File: src/rtl/uart_bt_pkg.sv
package uart_bt_pkg;
    typedef enum logic [1:0] {
        HS_X16  = 2'd0,
        HS_RSVD = 2'd1,
        HS_X4   = 2'd2,
        HS_PROG = 2'd3
    } hs_mode_e;

    typedef enum logic [1:0] {
        RX_IDLE  = 2'd0,
        RX_START = 2'd1,
        RX_RUN   = 2'd2
    } rx_state_e;

    localparam int IX_DLO   = 0;
    localparam int IX_DHI   = 1;
    localparam int IX_LCTL  = 3;
    localparam int IX_MODE  = 9;
    localparam int IX_SCNT  = 10;
    localparam int IX_SPNT  = 11;
    localparam int SLOT_W   = 8;
endpackage

File: src/rtl/bt_regs.sv
module bt_regs
    import uart_bt_pkg::*;
#(
    parameter int DIV_W   = 16,
    parameter int ADDR_W  = 6,
    parameter int RST_DIV = 1
) (
    input  logic              clk,
    input  logic              rst_n,
    input  logic              wr_en,
    input  logic [ADDR_W-1:0] addr,
    input  logic [7:0]        wdata,
    output logic [DIV_W-1:0]  div_o,
    output hs_mode_e          mode_o,
    output logic [SLOT_W-1:0] scnt_o,
    output logic [SLOT_W-1:0] spnt_o
);
    localparam int IDX_W = ADDR_W - 2;

    logic [IDX_W-1:0] idx;
    logic             aligned;
    logic             latch_q;

    assign idx     = addr[ADDR_W-1:2];
    assign aligned = (addr[1:0] == 2'b00);

    always_ff @(posedge clk) begin
        if (!rst_n) begin
            latch_q <= 1'b0;
            div_o   <= DIV_W'(RST_DIV);
            mode_o  <= HS_X16;
            scnt_o  <= 8'h00;
            spnt_o  <= 8'hFF;
        end else if (wr_en && aligned) begin
            if (idx == IDX_W'(IX_LCTL)) latch_q <= wdata[7];
            if (latch_q && idx == IDX_W'(IX_DLO)) div_o[7:0] <= wdata;
            if (latch_q && idx == IDX_W'(IX_DHI)) div_o[DIV_W-1:8] <= wdata[DIV_W-9:0];
            if (idx == IDX_W'(IX_MODE)) mode_o <= hs_mode_e'(wdata[1:0]);
            if (idx == IDX_W'(IX_SCNT)) scnt_o <= wdata;
            if (idx == IDX_W'(IX_SPNT)) spnt_o <= wdata;
        end
    end
endmodule

File: src/rtl/bt_slot_cfg.sv
module bt_slot_cfg
    import uart_bt_pkg::*;
(
    input  hs_mode_e          mode,
    input  logic [SLOT_W-1:0] scnt,
    input  logic [SLOT_W-1:0] spnt,
    output logic [SLOT_W-1:0] last_slot,
    output logic [SLOT_W-1:0] samp_slot
);
    always_comb begin
        unique case (mode)
            HS_X4: begin
                last_slot = 8'd3;
                samp_slot = 8'd2;
            end
            HS_PROG: begin
                if (scnt != 8'd0 && spnt <= scnt) begin
                    last_slot = scnt;
                    samp_slot = spnt;
                end else begin
                    last_slot = 8'd15;
                    samp_slot = 8'd8;
                end
            end
            default: begin
                last_slot = 8'd15;
                samp_slot = 8'd8;
            end
        endcase
    end
endmodule

File: src/rtl/bt_tx_timer.sv
module bt_tx_timer
    import uart_bt_pkg::*;
#(
    parameter int DIV_W = 16
) (
    input  logic              clk,
    input  logic              rst_n,
    input  logic [DIV_W-1:0]  eff_div,
    input  logic [SLOT_W-1:0] last_slot,
    output logic              tick
);
    logic [DIV_W-1:0]  pcnt_q;
    logic [SLOT_W-1:0] slot_q;

    always_ff @(posedge clk) begin
        if (!rst_n) begin
            pcnt_q <= '0;
            slot_q <= '0;
            tick   <= 1'b0;
        end else begin
            tick <= 1'b0;
            if (pcnt_q >= eff_div - DIV_W'(1)) begin
                pcnt_q <= '0;
                if (slot_q >= last_slot) begin
                    slot_q <= '0;
                    tick   <= 1'b1;
                end else begin
                    slot_q <= slot_q + SLOT_W'(1);
                end
            end else begin
                pcnt_q <= pcnt_q + DIV_W'(1);
            end
        end
    end
endmodule

File: src/rtl/bt_rx_fsm.sv
module bt_rx_fsm
    import uart_bt_pkg::*;
#(
    parameter int DIV_W      = 16,
    parameter int FRAME_BITS = 10
) (
    input  logic              clk,
    input  logic              rst_n,
    input  logic              rx_in,
    input  logic [DIV_W-1:0]  eff_div,
    input  logic [SLOT_W-1:0] last_slot,
    input  logic [SLOT_W-1:0] samp_slot,
    output logic              strobe,
    output logic              bit_val,
    output logic              glitch
);
    localparam int BIT_W = $clog2(FRAME_BITS + 1);

    rx_state_e         state_q, state_d;
    logic              s1_q, s2_q, s3_q;
    logic [DIV_W-1:0]  pcnt_q;
    logic [SLOT_W-1:0] slot_q;
    logic [BIT_W-1:0]  bitn_q;
    logic              fall, at_samp, bit_last;

    assign fall     = s3_q & ~s2_q;
    assign at_samp  = (state_q != RX_IDLE) && (pcnt_q == '0) && (slot_q == samp_slot);
    assign bit_last = (bitn_q == BIT_W'(FRAME_BITS - 1));

    always_comb begin
        state_d = state_q;
        unique case (state_q)
            RX_IDLE:  if (fall) state_d = RX_START;
            RX_START: if (at_samp) state_d = (s2_q || FRAME_BITS == 1) ? RX_IDLE : RX_RUN;
            RX_RUN:   if (at_samp && bit_last) state_d = RX_IDLE;
            default:  state_d = RX_IDLE;
        endcase
    end

    always_ff @(posedge clk) begin
        if (!rst_n) state_q <= RX_IDLE;
        else        state_q <= state_d;
    end

    always_ff @(posedge clk) begin
        if (!rst_n) begin
            s1_q   <= 1'b1;
            s2_q   <= 1'b1;
            s3_q   <= 1'b1;
            pcnt_q <= '0;
            slot_q <= '0;
            bitn_q <= '0;
        end else begin
            s1_q <= rx_in;
            s2_q <= s1_q;
            s3_q <= s2_q;
            if (state_q == RX_IDLE) begin
                pcnt_q <= '0;
                slot_q <= '0;
                bitn_q <= '0;
            end else begin
                if (at_samp) bitn_q <= bitn_q + BIT_W'(1);
                if (pcnt_q >= eff_div - DIV_W'(1)) begin
                    pcnt_q <= '0;
                    slot_q <= (slot_q >= last_slot) ? '0 : slot_q + SLOT_W'(1);
                end else begin
                    pcnt_q <= pcnt_q + DIV_W'(1);
                end
            end
        end
    end

    always_ff @(posedge clk) begin
        if (!rst_n) begin
            strobe  <= 1'b0;
            glitch  <= 1'b0;
            bit_val <= 1'b1;
        end else begin
            strobe <= at_samp && (state_q == RX_RUN || (state_q == RX_START && !s2_q));
            glitch <= at_samp && (state_q == RX_START) && s2_q;
            if (at_samp) bit_val <= s2_q;
        end
    end
endmodule

File: src/rtl/uart_bit_timer.sv
module uart_bit_timer
    import uart_bt_pkg::*;
#(
    parameter int DIV_W      = 16,
    parameter int ADDR_W     = 6,
    parameter int FRAME_BITS = 10,
    parameter int RST_DIV    = 1
) (
    input  logic              clk,
    input  logic              rst_n,
    input  logic              wr_en,
    input  logic [ADDR_W-1:0] addr,
    input  logic [7:0]        wdata,
    input  logic              rx_in,
    output logic              tx_tick,
    output logic              rx_strobe,
    output logic              rx_bit,
    output logic              rx_glitch
);
    logic [DIV_W-1:0]  div_raw, eff_div;
    hs_mode_e          mode;
    logic [SLOT_W-1:0] scnt, spnt, last_slot, samp_slot;

    assign eff_div = (div_raw == '0) ? DIV_W'(1) : div_raw;

    bt_regs #(.DIV_W(DIV_W), .ADDR_W(ADDR_W), .RST_DIV(RST_DIV)) u_regs (
        .clk(clk), .rst_n(rst_n), .wr_en(wr_en), .addr(addr), .wdata(wdata),
        .div_o(div_raw), .mode_o(mode), .scnt_o(scnt), .spnt_o(spnt)
    );

    bt_slot_cfg u_cfg (
        .mode(mode), .scnt(scnt), .spnt(spnt),
        .last_slot(last_slot), .samp_slot(samp_slot)
    );

    bt_tx_timer #(.DIV_W(DIV_W)) u_tx (
        .clk(clk), .rst_n(rst_n), .eff_div(eff_div),
        .last_slot(last_slot), .tick(tx_tick)
    );

    bt_rx_fsm #(.DIV_W(DIV_W), .FRAME_BITS(FRAME_BITS)) u_rx (
        .clk(clk), .rst_n(rst_n), .rx_in(rx_in), .eff_div(eff_div),
        .last_slot(last_slot), .samp_slot(samp_slot),
        .strobe(rx_strobe), .bit_val(rx_bit), .glitch(rx_glitch)
    );
endmodule

File: config.mk
export PLATFORM = sky130hd
export DESIGN_NAME = uart_bit_timer
export DESIGN_NICKNAME = d
export VERILOG_FILES = /design/src/rtl/uart_bt_pkg.sv /design/src/rtl/bt_regs.sv /design/src/rtl/bt_slot_cfg.sv /design/src/rtl/bt_tx_timer.sv /design/src/rtl/bt_rx_fsm.sv /design/src/rtl/uart_bit_timer.sv
export SDC_FILE = /design/constraint.sdc
export NUM_CORES = 1
export LEC_CHECK = 0
export CELL_PAD_IN_SITES_DETAIL_PLACEMENT = 0
export CELL_PAD_IN_SITES_GLOBAL_PLACEMENT = 1
export CORE_MARGIN = 1
export CORE_UTILIZATION = 49
export CTS_CLUSTER_DIAMETER = 100
export DETAILED_ROUTE_END_ITERATION = 6
export DONT_BUFFER_PORTS = 1
export PLACE_DENSITY = 0.87
export SLEW_MARGIN = 20
export SYNTH_ARGS = -nofsm -noshare
export SYNTH_HDL_FRONTEND = slang
export SYNTH_SLANG_ARGS = --single-unit
File: constraint.sdc
create_clock -name clk -period 5.5 [get_ports clk]
set_input_delay 1.1 -clock clk [delete_from_list [all_inputs] [get_ports clk]]
set_output_delay 1.1 -clock clk [all_outputs]
set_load 0.03 [all_outputs]
==> impl_metrics.env <==
export IMPL_outcome="complete, no violations"
export IMPL_postCtsSetupBuffers=0
export IMPL_core_region_area_sq_um=11370
export IMPL_synthesis_area_per_instance_sq_um=8.495
export IMPL_insertion_delay_ns=0.36
export IMPL_netlist_instances=671
export IMPL_dr_total_vias=4674
export IMPL_power_total_mw=1.341
export IMPL_edff_count_synth=0
export IMPL_wire_length_of_the_first_global_routing_pass_um=21660
export IMPL_timing_critical_path_arrival_ns=5.23
export IMPL_worstPathRequired_ns=5.78
export IMPL_mostFrequentLayoutCell="nor2_1"
export IMPL_cts_hold_buffers=0
export IMPL_grt_setup_unrepaired="no"
export IMPL_p_switching_mw=0.3154
export IMPL_peak_ir_drop_on_the_vdd_network_mv=0.1358
export IMPL_drtPass1Iterations=5
export IMPL_io_buffers=0
export IMPL_ys_async_sr_fraction_pct=0
export IMPL_io_pins=22
export IMPL_clock_sinks=96
export IMPL_max_slew_worst_pin_slew_ns=0.9737
export IMPL_critical_path_slowest_cell="or4_4"
export IMPL_ys_warn_count=0
export IMPL_grt_remaining_overflow=0
export IMPL_clock_tree_from_tritoncts="built"
export IMPL_achievable_frequency_mhz=202.2
export IMPL_initial_utilization_pct=50.14
export IMPL_yosysSeqAreaShare_pct=33.71
export IMPL_start_kind="register"
export IMPL_ys_ff_latch=96
export IMPL_share_clk_of_total_power_pct=45.4
export IMPL_period_minus_slack_ns=4.947
export IMPL_groute_usage_overall_pct=23.59
export IMPL_floorplan_die_height_um=109.9
export IMPL_max_cap_violations=0
export IMPL_dominantRegCellSynth="dfxtp_1"
export IMPL_drc_violation_total_after_the_first_tritonroute_iteration=259
export IMPL_cp_buffers_inverters=0
export IMPL_synth_top_area_share_pct=33.71
export IMPL_tritoncts_buffers=9
export IMPL_synth_cell_area_sq_um=5700
export IMPL_pre_cts_slack_ns=0.5840
export IMPL_post_synth_top_area_cell="dfxtp_1"
export IMPL_cts_htree_levels=3
export IMPL_placement_rows=39
export IMPL_setup_tns_final_ns=0
export IMPL_area_of_the_multi_input_gates_sq_um=3625
export IMPL_detail_route_antenna_nets=0
export IMPL_ff_latch_area_sq_um=1922
export IMPL_power_sequential_fraction_pct=52.5
export IMPL_nNetsFinal=751
export IMPL_power_switching_fraction_pct=23.53
export IMPL_fp_dieArea_sq_um=12070
export IMPL_crit_chain="or4_4, or3_4, nor2_2, or4b_4, nor2_4, nor2_1, ha_1, nand2_1, nor3_1, xnor2_1, ha_1, a21o_1, a21o_1, a21oi_1, nor2_1, a211oi_1, o21ai_1, or2_2, nor2_1"
export IMPL_worst_setup_margin_ns=0.5532
export IMPL_power_static_leakage_nw=2.377
export IMPL_cts_resized=0
export IMPL_finalHoldViolations=0
export IMPL_timing_critical_path_to_type="register"
export IMPL_max_slew_margin_pct=34.65
export IMPL_post_route_drc_count=0
export IMPL_path_class="register to register"
export IMPL_slowest_delay_ns=0.57
export IMPL_post_route_period_util_pct=89.94
export IMPL_avgViaCountPerCell=5.721
export IMPL_yosysUniqueCellTypes=57
export IMPL_fill_cells=1029
export IMPL_net_count_after_synthesis=753
export IMPL_final_cell_mix="nor2_1, dfxtp_1, ha_1, nand2_1, nand3_1"
export IMPL_hold_class="register to register"
export IMPL_critical_path_most_common_cell="nor2_1"
export IMPL_final_util_pct=53.86
export IMPL_grt_start_max_net_pins=40
export IMPL_wirelength_um=13080
export IMPL_place_gp_congestion=0.8724
export IMPL_layout_drive_gt1_share_pct=5.341
export IMPL_grt_pass1_vias=4469
export IMPL_combPwrFrac_pct=2.1
export IMPL_path_delay_family="simple AND/OR/NAND/NOR gates"
export IMPL_antenna_violations_before_repair=0
export IMPL_path_max_fanout=16
export IMPL_setup_viol=0
export IMPL_synthToLayoutAreaGrowth_pct=7.419
export IMPL_cts_root_buffer="clkbuf_16"
export IMPL_place_detailed_hpwl_um=9969
export IMPL_synth_area_leaders="dfxtp_1, ha_1, nor2_1, mux2i_1, xor2_1"
export IMPL_power_density_cell_area_nw_per_um2=218.9
export IMPL_worst_clock_skew_ns=0.01108
export IMPL_cts_root_to_sink_buffers=2
export IMPL_internal_power_mw=1.025
export IMPL_die_w_um=109.9
export IMPL_routedWlPerCell_um=16.01
export IMPL_report_final_slew_viol_count=0
export IMPL_antennaDiodeCount=0
export IMPL_path_clk_slew_ns=0.07
[per-layer routing]
layer | global-route usage, % | part of all wire [%] | vias to the layer above
met1 | 29.02 | 47 | 2200
met4 | 7.714 | 1.3 | 0
met3 | 4.979 | 3.0 | 14
li1 | - | - | 2384
met2 | 40.76 | 49 | 76
met5 | 0 | 0 | -
[state kept, by name (all words and copies together) (netlist names)]
signal	count
u_rx.bitn_q	4
u_rx.s1_q	1
u_regs.mode_o	2
u_rx.s2_q	1
u_tx.slot_q	8
u_rx.bit_val	1
u_regs.spnt_o	8
u_tx.pcnt_q	16
u_rx.glitch	1
u_rx.slot_q	8
u_rx.state_q	2
u_regs.scnt_o	8
u_regs.latch_q	1
u_rx.pcnt_q	16
u_regs.div_o	16
u_rx.s3_q	1
u_rx.strobe	1
u_tx.tick	1
[synthesized netlist by cell type, types with 2 or more instances]
cell type,count
xor2_1,26
nand2b_1,14
and3_1,8
xnor2_1,22
and2_1,3
o31ai_1,4
a21o_1,12
dfxtp_1,96
a21boi_0,5
or4_1,4
nor3_1,9
o21a_1,3
a21oi_1,20
ha_1,64
o22ai_1,6
a211oi_1,3
or3_1,7
and4b_1,2
nor4_1,10
nand2_1,53
nand3b_1,6
o21ai_0,22
inv_1,26
nor2_1,103
mux2i_1,29
or3_4,2
nor4b_1,3
nand4_1,14
nor2_2,2
nor2b_1,3
clkbuf_1,15
o2111ai_1,4
a31oi_1,2
o21ai_1,5
or2_2,5
nand3_1,34
o211ai_1,5
[power by group through the flow]
| stage | Clock, mW | Sequential [mW] | Combinational, mW |
|---|---|---|---|
| floorplan | 0 | 0.718 | 0.0232 |
| global placement | 0 | 0.720 | 0.0267 |
| detailed placement | 0 | 0.720 | 0.0272 |
| CTS | 0.628 | 0.704 | 0.0277 |
| global route | 0.650 | 0.705 | 0.0311 |
| finish | 0.609 | 0.704 | 0.0277 |
[through the flow]
stage                     std cells  hold slack [ns]  area [sq um]
after global placement          801           0.3893          5838
final                           817           0.4176          6123
after floorplan                 671           0.3863          5700
after CTS                       817           0.4193          6123
after global routing            817           0.4816          6123
after detailed placement        801           0.3939          5838
[area by class of cell]
class                      instances  share of cell area (%)
timing repair buffer               2                  0.2452
sequential                        96                   31.39
tap                              143                   2.922
inverter                          26                   1.594
clock buffer                       9                   3.678
clock inverter                     7                  0.9808
multi-input combinational        534                   59.20
[final timing paths]
path	endpoint	from	slack, ns	depth (start not counted)
max	u_tx.pcnt_q[4]$_SDFF_PP0_	u_regs.div_o[6]$_SDFFE_PN0P_	0.55	19
min	u_rx.s2_q$_SDFF_PN1_	u_rx.s1_q$_SDFF_PN1_	0.42	1
max reg2reg	u_tx.pcnt_q[4]$_SDFF_PP0_	u_regs.div_o[6]$_SDFFE_PN0P_	0.55	19
min reg2reg	u_rx.s2_q$_SDFF_PN1_	u_rx.s1_q$_SDFF_PN1_	0.42	1
[kinds of logic after synthesis]
group / share of synthesized area [%]
xor gates and xnor gates: 7.375
muxes: 5.092
AOI/OAI and AO/OA: 11.57
adders and majority gates: 14.05
buffers and inverters: 2.700
and+or+nand+nor: 25.50
DFF: 33.71
No activity file was read; power rests on OpenSTA's default activity.
